===== src/rtl/phm_pkg.sv =====
// Shared types and constants for the phase difference meter.
package phm_pkg;
    typedef enum logic [1:0] {
        ST_IDLE = 2'd0,
        ST_ARM  = 2'd1,
        ST_GATE = 2'd2
    } gate_st_t;

    // Half turn expressed in tenths of a degree.
    localparam int HALF_TURN_TENTHS = 1800;
    localparam int SCALE_W          = 11;
endpackage


===== src/rtl/phm_sync.sv =====
// Two-flop synchronizer with rising-edge detection for N asynchronous inputs.
// Assumes inputs are slow relative to clk (at least a few clocks per level).
module phm_sync #(
    parameter int N = 2
) (
    input  logic         clk,
    input  logic         rst_n,
    input  logic [N-1:0] async_i,
    output logic [N-1:0] level_o,
    output logic [N-1:0] rise_o
);
    logic [N-1:0] meta_q, sync_q, dly_q;

    generate
        for (genvar g = 0; g < N; g++) begin : g_ch
            // Two synchronizing stages plus one delay stage for edge finding.
            always_ff @(posedge clk) begin
                if (!rst_n) begin
                    meta_q[g] <= 1'b0;
                    sync_q[g] <= 1'b0;
                    dly_q[g]  <= 1'b0;
                end else begin
                    meta_q[g] <= async_i[g];
                    sync_q[g] <= meta_q[g];
                    dly_q[g]  <= sync_q[g];
                end
            end
            assign level_o[g] = sync_q[g];
            assign rise_o[g]  = sync_q[g] & ~dly_q[g];
        end
    endgenerate
endmodule


===== src/rtl/phm_gate_ctrl.sv =====
// Gate controller. It arms on start, opens the gate on a reference rising edge,
// counts whole periods, closes on the K-th following edge and aborts on a timeout.
// Assumes ref_rise is a one-cycle pulse from a synchronized signal.
module phm_gate_ctrl
    import phm_pkg::*;
#(
    parameter int PER_W = 8,
    parameter int TO_W  = 24
) (
    input  logic             clk,
    input  logic             rst_n,
    input  logic             start_i,
    input  logic             ref_rise,
    input  logic             net_lvl,
    input  logic [PER_W-1:0] periods_i,
    input  logic [TO_W-1:0]  timeout_i,
    output logic             gate_en_o,
    output logic             clr_o,
    output logic             close_o,
    output logic             abort_o,
    output logic             lead_o,
    output logic             busy_o
);
    gate_st_t         st_q;
    logic [PER_W-1:0] k_q, pcnt_q;
    logic [TO_W-1:0]  tmo_q, timer_q;
    logic             close_c, abort_c, last_c;

    assign clr_o     = (st_q == ST_IDLE) && start_i;
    assign gate_en_o = (st_q == ST_GATE);
    assign busy_o    = (st_q != ST_IDLE);
    assign last_c    = ({1'b0, pcnt_q} + 1'b1) >= {1'b0, k_q};
    assign close_c   = gate_en_o && ref_rise && last_c;
    assign abort_c   = busy_o && !ref_rise && (timer_q >= tmo_q);

    // State, period count and edge-gap timer.
    always_ff @(posedge clk) begin
        if (!rst_n) begin
            st_q    <= ST_IDLE;
            k_q     <= '0;
            pcnt_q  <= '0;
            tmo_q   <= '0;
            timer_q <= '0;
        end else begin
            if (clr_o) begin
                st_q    <= ST_ARM;
                k_q     <= (periods_i == '0) ? PER_W'(1) : periods_i;
                tmo_q   <= timeout_i;
                timer_q <= '0;
                pcnt_q  <= '0;
            end else if (abort_c) begin
                st_q <= ST_IDLE;
            end else if (busy_o) begin
                timer_q <= ref_rise ? '0 : timer_q + 1'b1;
                if (ref_rise) begin
                    if (st_q == ST_ARM) begin
                        st_q   <= ST_GATE;
                        pcnt_q <= '0;
                    end else if (last_c) begin
                        st_q <= ST_IDLE;
                    end else begin
                        pcnt_q <= pcnt_q + 1'b1;
                    end
                end
            end
        end
    end

    // Registered close/abort strobes and the lead/lag sample.
    always_ff @(posedge clk) begin
        if (!rst_n) begin
            close_o <= 1'b0;
            abort_o <= 1'b0;
            lead_o  <= 1'b0;
        end else begin
            close_o <= close_c;
            abort_o <= abort_c;
            if (close_c) lead_o <= net_lvl;
        end
    end

    // the gate only ever opens on a reference edge.
    a_r2_gate_opens_on_edge: assert property (@(posedge clk) disable iff (!rst_n)
        $rose(gate_en_o) |-> $past(ref_rise));
    // an abort leaves the controller idle.
    a_r7_abort_idles: assert property (@(posedge clk) disable iff (!rst_n)
        abort_o |-> !busy_o);
endmodule


===== src/rtl/phm_counters.sv =====
// Saturating gate counters: total cycles (n1) and XOR-high cycles (n2).
// Assumes clr and gate_en are never high together.
module phm_counters #(
    parameter int CNT_W = 32
) (
    input  logic             clk,
    input  logic             rst_n,
    input  logic             clr,
    input  logic             gate_en,
    input  logic             diff_lvl,
    output logic [CNT_W-1:0] n1_o,
    output logic [CNT_W-1:0] n2_o,
    output logic             sat_o
);
    localparam logic [CNT_W-1:0] MAXV = '1;

    // Count in the gate, hold at the maximum value.
    always_ff @(posedge clk) begin
        if (!rst_n || clr) begin
            n1_o <= '0;
            n2_o <= '0;
        end else if (gate_en) begin
            if (n1_o != MAXV)             n1_o <= n1_o + 1'b1;
            if (diff_lvl && n2_o != MAXV) n2_o <= n2_o + 1'b1;
        end
    end

    assign sat_o = (n1_o == MAXV) || (n2_o == MAXV);

    // the difference count never exceeds the total count.
    a_r3_n2_le_n1: assert property (@(posedge clk) disable iff (!rst_n)
        n2_o <= n1_o);
    // a saturated total count stays saturated until cleared.
    a_r6_sat_hold: assert property (@(posedge clk) disable iff (!rst_n)
        (n1_o == MAXV && !clr) |=> n1_o == MAXV);
endmodule


===== src/rtl/phm_divider.sv =====
// Restoring serial divider: quot = floor(num * 1800 / den), one bit per cycle.
// Latency from load to valid is CNT_W+11 cycles. A zero divisor yields 0.
module phm_divider
    import phm_pkg::*;
#(
    parameter int CNT_W = 32,
    parameter int PH_W  = 12
) (
    input  logic             clk,
    input  logic             rst_n,
    input  logic             load,
    input  logic [CNT_W-1:0] num,
    input  logic [CNT_W-1:0] den,
    output logic             valid_o,
    output logic [PH_W-1:0]  quot_o
);
    localparam int DW = CNT_W + SCALE_W;
    localparam int SW = $clog2(DW + 1);

    logic [DW-1:0]    dvd_q;
    logic [CNT_W:0]   rem_q, rem_n;
    logic [CNT_W-1:0] dvr_q;
    logic [SW-1:0]    step_q;
    logic             run_q, ge;
    logic [DW-1:0]    q_next;

    assign rem_n  = {rem_q[CNT_W-1:0], dvd_q[DW-1]};
    assign ge     = rem_n >= {1'b0, dvr_q};
    assign q_next = {dvd_q[DW-2:0], ge};

    // One quotient bit per cycle after a load.
    always_ff @(posedge clk) begin
        if (!rst_n) begin
            dvd_q   <= '0;
            rem_q   <= '0;
            dvr_q   <= '0;
            step_q  <= '0;
            run_q   <= 1'b0;
            valid_o <= 1'b0;
            quot_o  <= '0;
        end else if (load) begin
            dvd_q   <= DW'(num) * DW'(HALF_TURN_TENTHS);
            rem_q   <= '0;
            dvr_q   <= den;
            step_q  <= '0;
            run_q   <= 1'b1;
            valid_o <= 1'b0;
        end else if (run_q) begin
            dvd_q  <= q_next;
            rem_q  <= ge ? rem_n - {1'b0, dvr_q} : rem_n;
            step_q <= step_q + 1'b1;
            if (step_q == SW'(DW - 1)) begin
                run_q   <= 1'b0;
                valid_o <= 1'b1;
                quot_o  <= (dvr_q == '0) ? '0 : q_next[PH_W-1:0];
            end
        end else begin
            valid_o <= 1'b0;
        end
    end

    // a magnitude never exceeds half a turn.
    a_r8_phase_range: assert property (@(posedge clk) disable iff (!rst_n)
        valid_o |-> quot_o <= PH_W'(HALF_TURN_TENTHS));
endmodule


===== src/rtl/phase_meter_top.sv =====
// Multi-period phase difference meter top level: synchronizers, gate control,
// gate counters, result latch and an optional tenths-of-degree divider.
// Assumes ref_i and net_i have the same frequency and periods of a few clocks or more.
module phase_meter_top #(
    parameter int CNT_W   = 32,
    parameter int PER_W   = 8,
    parameter int TO_W    = 24,
    parameter int PH_W    = 12,
    parameter bit USE_DIV = 1'b1
) (
    input  logic             clk,
    input  logic             rst_n,
    input  logic             start_i,
    input  logic             ref_i,
    input  logic             net_i,
    input  logic [PER_W-1:0] periods_i,
    input  logic [TO_W-1:0]  timeout_i,
    output logic             busy_o,
    output logic             done_o,
    output logic             timeout_o,
    output logic             overflow_o,
    output logic             lead_o,
    output logic [CNT_W-1:0] n1_o,
    output logic [CNT_W-1:0] n2_o,
    output logic             phase_valid_o,
    output logic [PH_W-1:0]  phase_o
);
    localparam logic [CNT_W-1:0] MAXV = '1;

    logic [1:0]       lvl, rise;
    logic             gate_en, clr, close_q, abort_q, lead_s, sat;
    logic [CNT_W-1:0] c1, c2;

    phm_sync #(.N(2)) u_sync (
        .clk(clk), .rst_n(rst_n), .async_i({net_i, ref_i}),
        .level_o(lvl), .rise_o(rise)
    );

    phm_gate_ctrl #(.PER_W(PER_W), .TO_W(TO_W)) u_gate (
        .clk(clk), .rst_n(rst_n), .start_i(start_i), .ref_rise(rise[0]),
        .net_lvl(lvl[1]), .periods_i(periods_i), .timeout_i(timeout_i),
        .gate_en_o(gate_en), .clr_o(clr), .close_o(close_q), .abort_o(abort_q),
        .lead_o(lead_s), .busy_o(busy_o)
    );

    phm_counters #(.CNT_W(CNT_W)) u_cnt (
        .clk(clk), .rst_n(rst_n), .clr(clr), .gate_en(gate_en),
        .diff_lvl(lvl[0] ^ lvl[1]), .n1_o(c1), .n2_o(c2), .sat_o(sat)
    );

    // Latch all results together one cycle after the closing edge.
    always_ff @(posedge clk) begin
        if (!rst_n) begin
            done_o     <= 1'b0;
            timeout_o  <= 1'b0;
            overflow_o <= 1'b0;
            lead_o     <= 1'b0;
            n1_o       <= '0;
            n2_o       <= '0;
        end else begin
            done_o    <= close_q;
            timeout_o <= abort_q;
            if (close_q) begin
                n1_o       <= c1;
                n2_o       <= c2;
                lead_o     <= lead_s;
                overflow_o <= sat;
            end
        end
    end

    generate
        if (USE_DIV) begin : g_div
            phm_divider #(.CNT_W(CNT_W), .PH_W(PH_W)) u_div (
                .clk(clk), .rst_n(rst_n), .load(close_q), .num(c2), .den(c1),
                .valid_o(phase_valid_o), .quot_o(phase_o)
            );
        end else begin : g_nodiv
            assign phase_valid_o = 1'b0;
            assign phase_o       = '0;
        end
    endgenerate

    // the done strobe lasts exactly one cycle.
    a_r5_done_single: assert property (@(posedge clk) disable iff (!rst_n)
        done_o |=> !done_o);
    // abort and done are mutually exclusive.
    a_r7_no_done_on_abort: assert property (@(posedge clk) disable iff (!rst_n)
        !(done_o && timeout_o));
    // a reported overflow implies a saturated count.
    a_r6_overflow_means_max: assert property (@(posedge clk) disable iff (!rst_n)
        (done_o && overflow_o) |-> (n1_o == MAXV || n2_o == MAXV));
    // the block is idle whenever it reports done.
    a_r9_idle_on_done: assert property (@(posedge clk) disable iff (!rst_n)
        done_o |-> !busy_o);
endmodule


===== config.mk =====
export PLATFORM = sky130hd
export DESIGN_NAME = phase_meter_top
export DESIGN_NICKNAME = d
export VERILOG_FILES = /design/src/rtl/phm_pkg.sv /design/src/rtl/phm_sync.sv /design/src/rtl/phm_gate_ctrl.sv /design/src/rtl/phm_counters.sv /design/src/rtl/phm_divider.sv /design/src/rtl/phase_meter_top.sv
export SDC_FILE = /design/constraint.sdc
export NUM_CORES = 1
export LEC_CHECK = 0
export BUFFER_PORTS_ARGS = -buffer_cell sky130_fd_sc_hd__buf_2
export CAP_MARGIN = 10
export CORE_AREA = 10 10 211 213
export CTS_CLUSTER_DIAMETER = 150
export DETAILED_ROUTE_END_ITERATION = 7
export DIE_AREA = 0 0 221 223
export PLACE_DENSITY_LB_ADDON = 0.1
export SLEW_MARGIN = 20
export SYNTH_ARGS = -nofsm -noshare
export SYNTH_HDL_FRONTEND = slang
export SYNTH_SLANG_ARGS = --single-unit

===== constraint.sdc =====
create_clock -name clk -period 4 [get_ports clk]
set_input_delay 0.8 -clock clk [delete_from_list [all_inputs] [get_ports clk]]
set_output_delay 0.8 -clock clk [all_outputs]
set_load 0.02 [all_outputs]

### Word level (Yosys, flattened, before mapping)

Index checks and enable logic that the tools add are counted.

* $add $sub $neg: 7
* multiply operators: 1
* order comparisons: 3
* equal/unequal tests: 8
* muxes and demuxes: 17
* bitwise gates (word level): 7
* reductions and logical operators: 30

Operators by type and width (number)
* 43-bit two-way mux: 2
* 32-bit by 1-bit adder with 32-bit output (second input constant): 2
* 32-bit == test (second input constant): 2
* 32-bit != test (second input constant): 2
* 32-bit by 8-bit multiplier with 40-bit output (second input constant): 1
* 33-bit by 32-bit >= comparator with 1-bit output: 1
* 32-bit zero test: 1
* 32-bit two-way mux: 1
* 32-bit subtractor: 1
* 24-bit by 1-bit adder with 24-bit output (second input constant): 1
* 24-bit >= comparator: 1
* 24-bit two-way mux: 1
* 8-bit two-way mux: 3
* 12-bit two-way mux: 1
* 8-bit by 1-bit adder with 9-bit output (second input constant): 1
* 9-bit by 8-bit >= comparator with 1-bit output: 1
* 3-bit AND reduction: 3
* 8-bit by 1-bit adder with 8-bit output (second input constant): 1
* 8-bit zero test: 1
* 1-bit two-way mux: 7
* 6-bit by 1-bit adder with 6-bit output (second input constant): 1
* 6-bit == test (second input constant): 1
* 1-bit logical AND: 6
* 2-bit AND reduction: 3
* other kinds (16): 28

* flip-flop bits (word level): 301
* input bits: 37
* output and inout port bits: 82
* word-level logic and storage cells: 102

### Depth between registers and ports, before layout

Gate-level depths: netlist of the first run.

* depth in word-level cells: 8
* mapped depth: 16

### By module

Synthesis of the first run repeated with hierarchy kept, for this count alone.

* cells, all modules: 2414
* area total of the unflattened synthesis: 21097.7 sq um

By module, submodules not included
* phm_divider: instances 1, cells each 1291, area each 11155.7 sq um
* phm_gate_ctrl: instances 1, cells each 482, area each 3838.7 sq um
* phm_counters: instances 1, cells each 409, area each 3344.5 sq um
* phase_meter_top: instances 1, cells each 218, area each 2588.7 sq um
* phm_sync: instances 1, cells each 14, area each 170.2 sq um

### Worst setup path after synthesis of the first run

No wires, ideal clock.

* path type: reg-to-reg
* from: register u_cnt.n2_o[13]
* to: register g_div.u_div.dvd_q[35]
* setup time: 0.117 ns
* arrival time: 4.107 ns
* required time: 3.883 ns
* path slack: -0.224 ns
* cell stages (with the launch flop): 16
* buffers on the path: 0
* clock period less this slack: 4.224 ns
* path through: dfxtp_1 -> inv_1 -> fa_1 -> inv_1 -> ha_1 -> fa_1 -> ha_1 -> ha_1 -> and3_1 -> nand2_1 -> nor2_1 -> o211ai_1 -> a2111oi_0 -> o31ai_1 -> a21o_1 -> a32o_1

* word-level cells in the longest chain between the ends: 2

Ends and longest elaborated chain
* start, declared: RTL line phm_counters.sv:12 `output logic [CNT_W-1:0] n2_o,`
* start signal, assigned: RTL line phm_counters.sv:24 `if (diff_lvl && n2_o != MAXV) n2_o <= n2_o + 1'b1;`
* 32-bit by 8-bit multiplier with 40-bit output: RTL line phm_divider.sv:42 `dvd_q <= DW'(num) * DW'(HALF_TURN_TENTHS);`
* 43-bit two-way mux: RTL line phm_divider.sv:41 `end else if (load) begin`
* end signal, assigned: RTL line phm_divider.sv:42
* end signal, assigned: RTL line phm_divider.sv:49 `dvd_q <= q_next;`
* end, declared: RTL line phm_divider.sv:20 `logic [DW-1:0] dvd_q;`

Every way passes these cells.
A chain may end at the register's enable or synchronous reset.

### Final worst setup path of the first run

* from: register u_cnt.n2_o[2]
* to: register g_div.u_div.dvd_q[35]

Same word-level chain as after synthesis.

==> results of run 1 <==
cells in the final DEF, fill, tap and decap left out, types with 11 or more instances in the layout:
cell and n:
a211oi_1 43, a21o_1 36, a21oi_1 158, a22oi_1 13
a31oi_1 36, and2_1 15, and3_1 21, buf_2 118
buf_4 122, clkbuf_16 36, dfxtp_1 288, dfxtp_2 11
fa_1 55, ha_1 165, ha_4 42, inv_1 156
inv_2 21, mux2_2 14, mux2i_1 99, nand2_1 208
nand2b_1 16, nand3_1 54, nand3b_1 13, nand4_1 37
nor2_1 225, nor2b_1 22, nor3_1 21, nor4_1 16
o21ai_0 98, or3_1 34, xnor2_1 60, xor2_1 45
logic make-up (layout without fill, tap and decap cells):
kind of cell    after synthesis  after routing
compound gates              497            497
xor+xnor                    105            105
fa+ha+maj                   265            265
buf+inv                     279            487
flops                       301            301
mux                         113            113
simple gates                724            724
critical path, stage by stage, from the launching register on:
cell       delay (ns)
dfxtp_2          0.36
inv_4            0.05
fa_1             0.52
inv_2            0.05
ha_4             0.21
fa_1             0.56
ha_4             0.23
ha_4             0.26
a21oi_2          0.06
nand4b_1         0.23
a21oi_2          0.22
o211ai_1         0.11
buf_4            0.17
a2111oi_4        0.34
o31ai_2          0.13
a21o_1           0.17
a32o_1           0.24
path summary, 6_finish.rpt:
check	depth (start not counted)	endpoint	slack [ns]
setup reg to reg	16	g_div.u_div.dvd_q[35]	-0.02
hold / removal	1	timeout_o	0.45
hold reg to reg	1	timeout_o	0.45
setup / recovery	16	g_div.u_div.dvd_q[35]	-0.02
stage by stage:
step / hold slack, ns / TNS [ns] / area (sq um) / power (mW) / util (%)
finish: 0.447 / -0.0207 / 23300 / 6.75 / 57.7
global route: 0.436 / -0.554 / 23300 / 7.00 / 57.7
CTS: 0.418 / -0.0419 / 22900 / 6.85 / 56.6
detailed placement: 0.438 / -2.14 / 21300 / 3.38 / 52.8
global placement: 0.442 / -1.26 / 21300 / 3.37 / 52.8
floorplan: 0.412 / 0 / 19500 / 3.29 / -
layer usage:
metal / global-route usage [%] / wire length [microns] / vias up
li1: - / - / 8348
met5: 0 / 0 / -
met1: 24.2 / 22200 / 7784
met2: 33.7 / 23600 / 271
met3: 3.23 / 2020 / 76
met4: 5.26 / 1090 / 0
power groups by stage:
stage	logic (mW)	registers (mW)	clock network [mW]
floorplan	0.186	3.10	0
global placement	0.262	3.11	0
detailed placement	0.268	3.11	0
CTS	0.269	3.04	3.54
global route	0.300	3.05	3.66
finish	0.266	3.04	3.44
flip-flops by register name (all words and copies together) (netlist names), 2 cells and up:
register / flops
u_sync.meta_q: 2
u_gate.pcnt_q: 8
g_div.u_div.dvd_q: 43
u_gate.st_q: 2
u_gate.tmo_q: 24
u_gate.k_q: 8
g_div.u_div.rem_q: 32
g_div.u_div.step_q: 6
n2_o: 32
g_div.u_div.quot_o: 12
u_cnt.n2_o: 32
u_sync.level_o: 2
g_div.u_div.dvr_q: 32
u_gate.timer_q: 24
u_cnt.n1_o: 32
repair_timing:
action | 4_1_cts | 5_1_grt
endpoints found under the hold margin | 0 | 0
setup buffers | 3 | 3
setup endpoints to repair | 21 | 23
gates resized for setup | 50 | 67
pin swaps | 39 | 50
cell type report:
type | instances | area, sq um
clock buffer | 51 | 1040
fill | 3695 | 17100
inverter | 181 | 689
timing repair buffer | 241 | 1520
clock inverter | 14 | 206
multi-input combinational | 1704 | 13100
tap | 532 | 666
sequential | 301 | 6050
==> out/results.tsv, run 1 <==
metric	value	unit
comb_power_share	3.9	%
ys_seq_elements	301	
dp_slack	-0.208	ns
totalWireLength	48900	microns
via_per_inst	5.45	
clock-root-buffer	clkbuf_16	
synth_enable_flop_cells	0	
powerDensity	290	nW/um^2
die_width	221	microns
post-route-worst-setup-slack	-0.0207	ns
setup.worst_path.start_class	register	
final_cell_count_no_fill	3024	
synth_most_common_cell	dfxtp_1	
final-setup-viol-count	1	
max-clock-path-buffers	3	
clock_power_share	50.9	%
timing_worst_setup_path_type	register to register	
via_count_of_the_first_global_routing_pass	16400	
route.detailed.wl_per_inst	16.2	microns
antenna_violations_before_repair	0	
htreeDepth	2	
synth_compound_area_share	15.9	%
floorplan.initialDensity	48.2	%
grt_first_pass_wirelength	81900	microns
drt_first_iter_violations	853	
numCtsBuffers	36	
final_clock_period_utilization_by_the_worst_path	101	%
failed_checks	setup timing	
grt_setup_unrepaired	true	
floorplan.die_area	49300	sq um
finalMaxSlewViolations	0	
synth_ff_type	dfxtp_1	
placement_rows	74	
post_synth_instance_area	19500	sq um
maxClockFrequency	249	MHz
gp_congestion	0.870	
synthDominantAreaCellType	dfxtp_1	
origin_of_the_worst_setup_path	u_cnt.n2_o[2]	
remaining_drc_errors	0	
clock_sinks	301	
leakage	10.1	nW
insertedDiodeCount	0	
adder_cell_share_of_the_synthesized_area	19.2	%
gr_usage_total	19.3	%
synth_simple_gate_area_share	17.8	%
drt_pass1_iterations	5	
pwr-share-seq	45.1	%
max-cap-violations	0	
report.final.hold_viol_count	0	
clkSlewWorstSetupHoldPaths	0.06	ns
pin_count_of_the_biggest_net_entering_global_routing	85	
core_region_area	40400	sq um
cts_tree	yes	
fin_worst_skew	0.0186	ns
synth_top_area_share	31.0	%
timing.max_slew.rel_slack	37.1	%
placement.io_buffers	118	
final_antenna_net_count	0	
holdBufCountCts	0	
global_route_overflow	0	
hold_path.class	register to register	
synth.top_cells.by_count	301 x dfxtp_1, 228 x nor2_1, 209 x nand2_1, 208 x ha_1, 180 x inv_1	
fraction_of_layout_instances_using_a_drive_strength_above_1	18.1	%
syn_to_final_growth	19.7	%
crit_fanout	4	
place.detailed.hpwl	35900	microns
fin_crit	4.02	ns
synth.top_cells.by_area	dfxtp_1 31%, ha_1 13%, fa_1 5.9%	
top_level_ports	119	
switching_share	23.1	%
clock_latency_on_the_worst_skew_pair	0.57	ns
post_synth_inst_count	2284	
die_h	223	microns
timing.rr.start	u_cnt.n2_o[2]	
tightest_slew	0.940	ns
placed_cells_incl_taps	2953	
post_synth.cell_area_avg	8.52	sq um
net-switching-power	1.56	mW
vdd.ir_drop.worst	0.254	mV
status	complete, but fails checks	
finalNetCount	2767	
worst_ep_arrival_time	4.47	ns
setup.worst_path.end_class	register	
synth_cell_types	80	
mapped_nets	2586	
route.vias.total	16500	
intPower	5.19	mW
xor_xnor_share_of_the_synthesized_area	4.73	%
cp.required	4.45	ns
synth-seq-area-share	31.0	%
synth_top_family_by_area	adder cells	
synth-async-reset-ratio	0	%
yosysWarningCount	0	
worst_min_path_start	u_gate.abort_o	
synth_mux_area_share	5.90	%
(Power assumes the default switching activity.)
==> run 2, diff against run 1 <==
Settings changed: ABC_AREA set to 1, CORE_AREA 10 10 211 213 to 10 10 220 222, DIE_AREA 0 0 221 223 to 0 0 230 232.
==> out/results.tsv, run 2 <==
metric	value	unit
powerDensity	278	nW/um^2
numCtsBuffers	36	
die_width	230	microns
hold_path.class	register to register	
intPower	5.18	mW
synth-seq-area-share	28.2	%
place.detailed.hpwl	50500	microns
fin_tns_setup	0	ns
synth.top_cells.by_count	876 x nand2_1, 473 x inv_1, 301 x dfxtp_1, 277 x nor2_1, 241 x a21oi_1	
via_per_inst	5.25	
report.final.hold_viol_count	0	
largest_register_ff_count	43	
net-switching-power	1.54	mW
mapped_nets	3474	
final_common_cell	nand2_1	
gr_usage_total	23.6	%
layout.area.seq	6030	sq um
gp_congestion	0.980	
global_route_overflow	0	
final-setup-viol-count	0	
synthDominantAreaCellType	dfxtp_1	
cts_tree	yes	
clock_power_share	50.5	%
post_synth_instance_area	21300	sq um
leakage	11.8	nW
setup.worst_path.start_class	register	
finalNetCount	3603	
final_cell_count_no_fill	3917	
timing_worst_setup_path_type	register to register	
clock-root-buffer	clkbuf_16	
post_synth.cell_area_avg	6.73	sq um
placement.io_buffers	118	
post-route-worst-setup-slack	0.171	ns
topRoutingLayerUsed	met4	
syn_to_final_growth	13.2	%
clock_sinks	301	
max-cap-violations	0	
fraction_of_layout_instances_using_a_drive_strength_above_1	10.5	%
cp.required	4.39	ns
routed-wl-met2	31200	microns
via_count_of_the_first_global_routing_pass	19600	
switching_share	22.9	%
ys_seq_elements	301	
drt_first_iter_violations	1486	
antenna_violations_before_repair	1	
final_antenna_net_count	0	
synth_enable_flop_cells	0	
largest_register	g_div.u_div.dvd_q	
tightest_slew	0.813	ns
pin_count_of_the_biggest_net_entering_global_routing	64	
fin_worst_skew	0.0150	ns
top_level_ports	119	
insertedDiodeCount	0	
totalWireLength	64400	microns
floorplan.initialDensity	48.6	%
comb_power_share	4.2	%
yosysWarningCount	0	
placement_rows	77	
n_fill_cell	4478	
max-clock-path-buffers	3	
multiInputGateArea	13300	sq um
status	completed	
drt_pass1_iterations	7	
grt_setup_unrepaired	true	
synth_ff_type	dfxtp_1	
worst_ep_arrival_time	4.22	ns
utilization	55.0	%
timing.max_slew.rel_slack	45.7	%
wl_met3	2960	microns
vdd.ir_drop.worst	0.245	mV
clkSlewWorstSetupHoldPaths	0.06	ns
remaining_drc_errors	0	
floorplan.die_area	53400	sq um
synth_most_common_cell	nand2_1	
core_region_area	43900	sq um
die_h	232	microns
finalMaxSlewViolations	0	
route.detailed.wl_per_inst	16.5	microns
final_clock_period_utilization_by_the_worst_path	95.7	%
clock_latency_on_the_worst_skew_pair	0.54	ns
post_synth_inst_count	3172	
placed_cells_incl_taps	3854	
synth_top_area_share	28.2	%
htreeDepth	2	
holdBufCountCts	0	
pwr-share-seq	45.3	%
synth.top_cells.by_area	dfxtp_1 28%, nand2_1 15%, ha_1 12%	
most_frequent_cells_in_the_layout	867 x nand2_1, 463 x inv_1, 298 x dfxtp_1, 272 x nor2_1, 229 x a21oi_1	
synth_cell_types	49	
synth-async-reset-ratio	0	%
crit_fanout	5	
drt-met1-wl	28400	microns
grt_first_pass_wirelength	103000	microns
route.vias.total	20600	
dp_slack	-0.0290	ns
setup.worst_path.end_class	register	
fin_crit	3.83	ns
maxClockFrequency	261	MHz
## run 2: cell types whose count changed after synthesis, moves of 34 or more
cell      change
a211oi_1     -44
a21o_1       -35
a21oi_1      +74
inv_1       +293
mux2i_1      -99
nand2_1     +667
nand3_1     +120
nor2_1       +49
or3_1        -34
xnor2_1      -48
## run 2: area by class of cell
class	count	area share, %
repair buffers	179	4.34
well taps	592	3.06
clock inverters	10	0.657
clock buffers	52	4.31
flip-flops and latches	301	24.9
inverters	484	7.53
multi-input cells	2299	55.2
## run 2: routing by layer
layer	GRT usage [%]	vias to the layer above
li1	-	10400
met1	29.7	9554
met2	40.7	508
met3	3.03	101
met4	8.28	0
met5	0	-
## run 2: cells by family (layout without fill, tap and decap cells)
kind of cell               after synthesis  in the layout  share of synthesized area [%]
adders and majority gates              265            265                           17.5
and+or+nand+nor                       1502           1502                           29.5
xor gates and xnor gates                66             66                           2.71
buffers and inverters                  572            725                           10.4
DFF                                    301            301                           28.2
AOI/OAI and AO/OA                      466            466                           11.6
## run 2: stage by stage
stage | hold slack (ns) | instance area [sq um] | power (mW)
2_1_floorplan | 0.390 | 21300 | 3.31
4_1_cts | 0.420 | 24000 | 6.78
3_3_place_gp | 0.404 | 22800 | 3.39
6_report | 0.417 | 24200 | 6.72
5_1_grt | 0.432 | 24200 | 6.94
3_5_place_dp | 0.408 | 22800 | 3.39
## run 2: path summary, 6_finish.rpt
kind	cells after the start	from	slack [ns]	endpoint
max reg2reg	13	u_cnt.n2_o[7]	0.17	g_div.u_div.dvd_q[18]
max	13	u_cnt.n2_o[7]	0.17	g_div.u_div.dvd_q[18]
min reg2reg	2	u_sync.meta_q[1]	0.42	u_sync.level_o[1]
min	2	u_sync.meta_q[1]	0.42	u_sync.level_o[1]
## run 2: what timing repair did
item,4_1_cts,5_1_grt
pin swaps,0,2
buffers inserted,0,1
gates cloned,0,0
gates resized for setup,1,64
setup endpoints to repair,3,23
## run 2: critical path, stage by stage (launching register included)
cell      delay, ns
dfxtp_1        0.33
inv_1          0.13
fa_1           0.57
inv_1          0.04
ha_1           0.31
fa_1           0.47
ha_1           0.31
ha_1           0.38
nand2_1        0.10
nand2_1        0.08
o21bai_1       0.19
o21bai_2       0.25
o21ai_0        0.38
a31oi_1        0.14
## run 2: power by group through the flow
stage | logic, mW | clock network [mW] | registers (mW)
floorplan | 0.197 | 0 | 3.11
global placement | 0.275 | 0 | 3.11
detailed placement | 0.282 | 0 | 3.11
CTS | 0.284 | 3.45 | 3.05
global route | 0.321 | 3.57 | 3.05
finish | 0.282 | 3.39 | 3.05
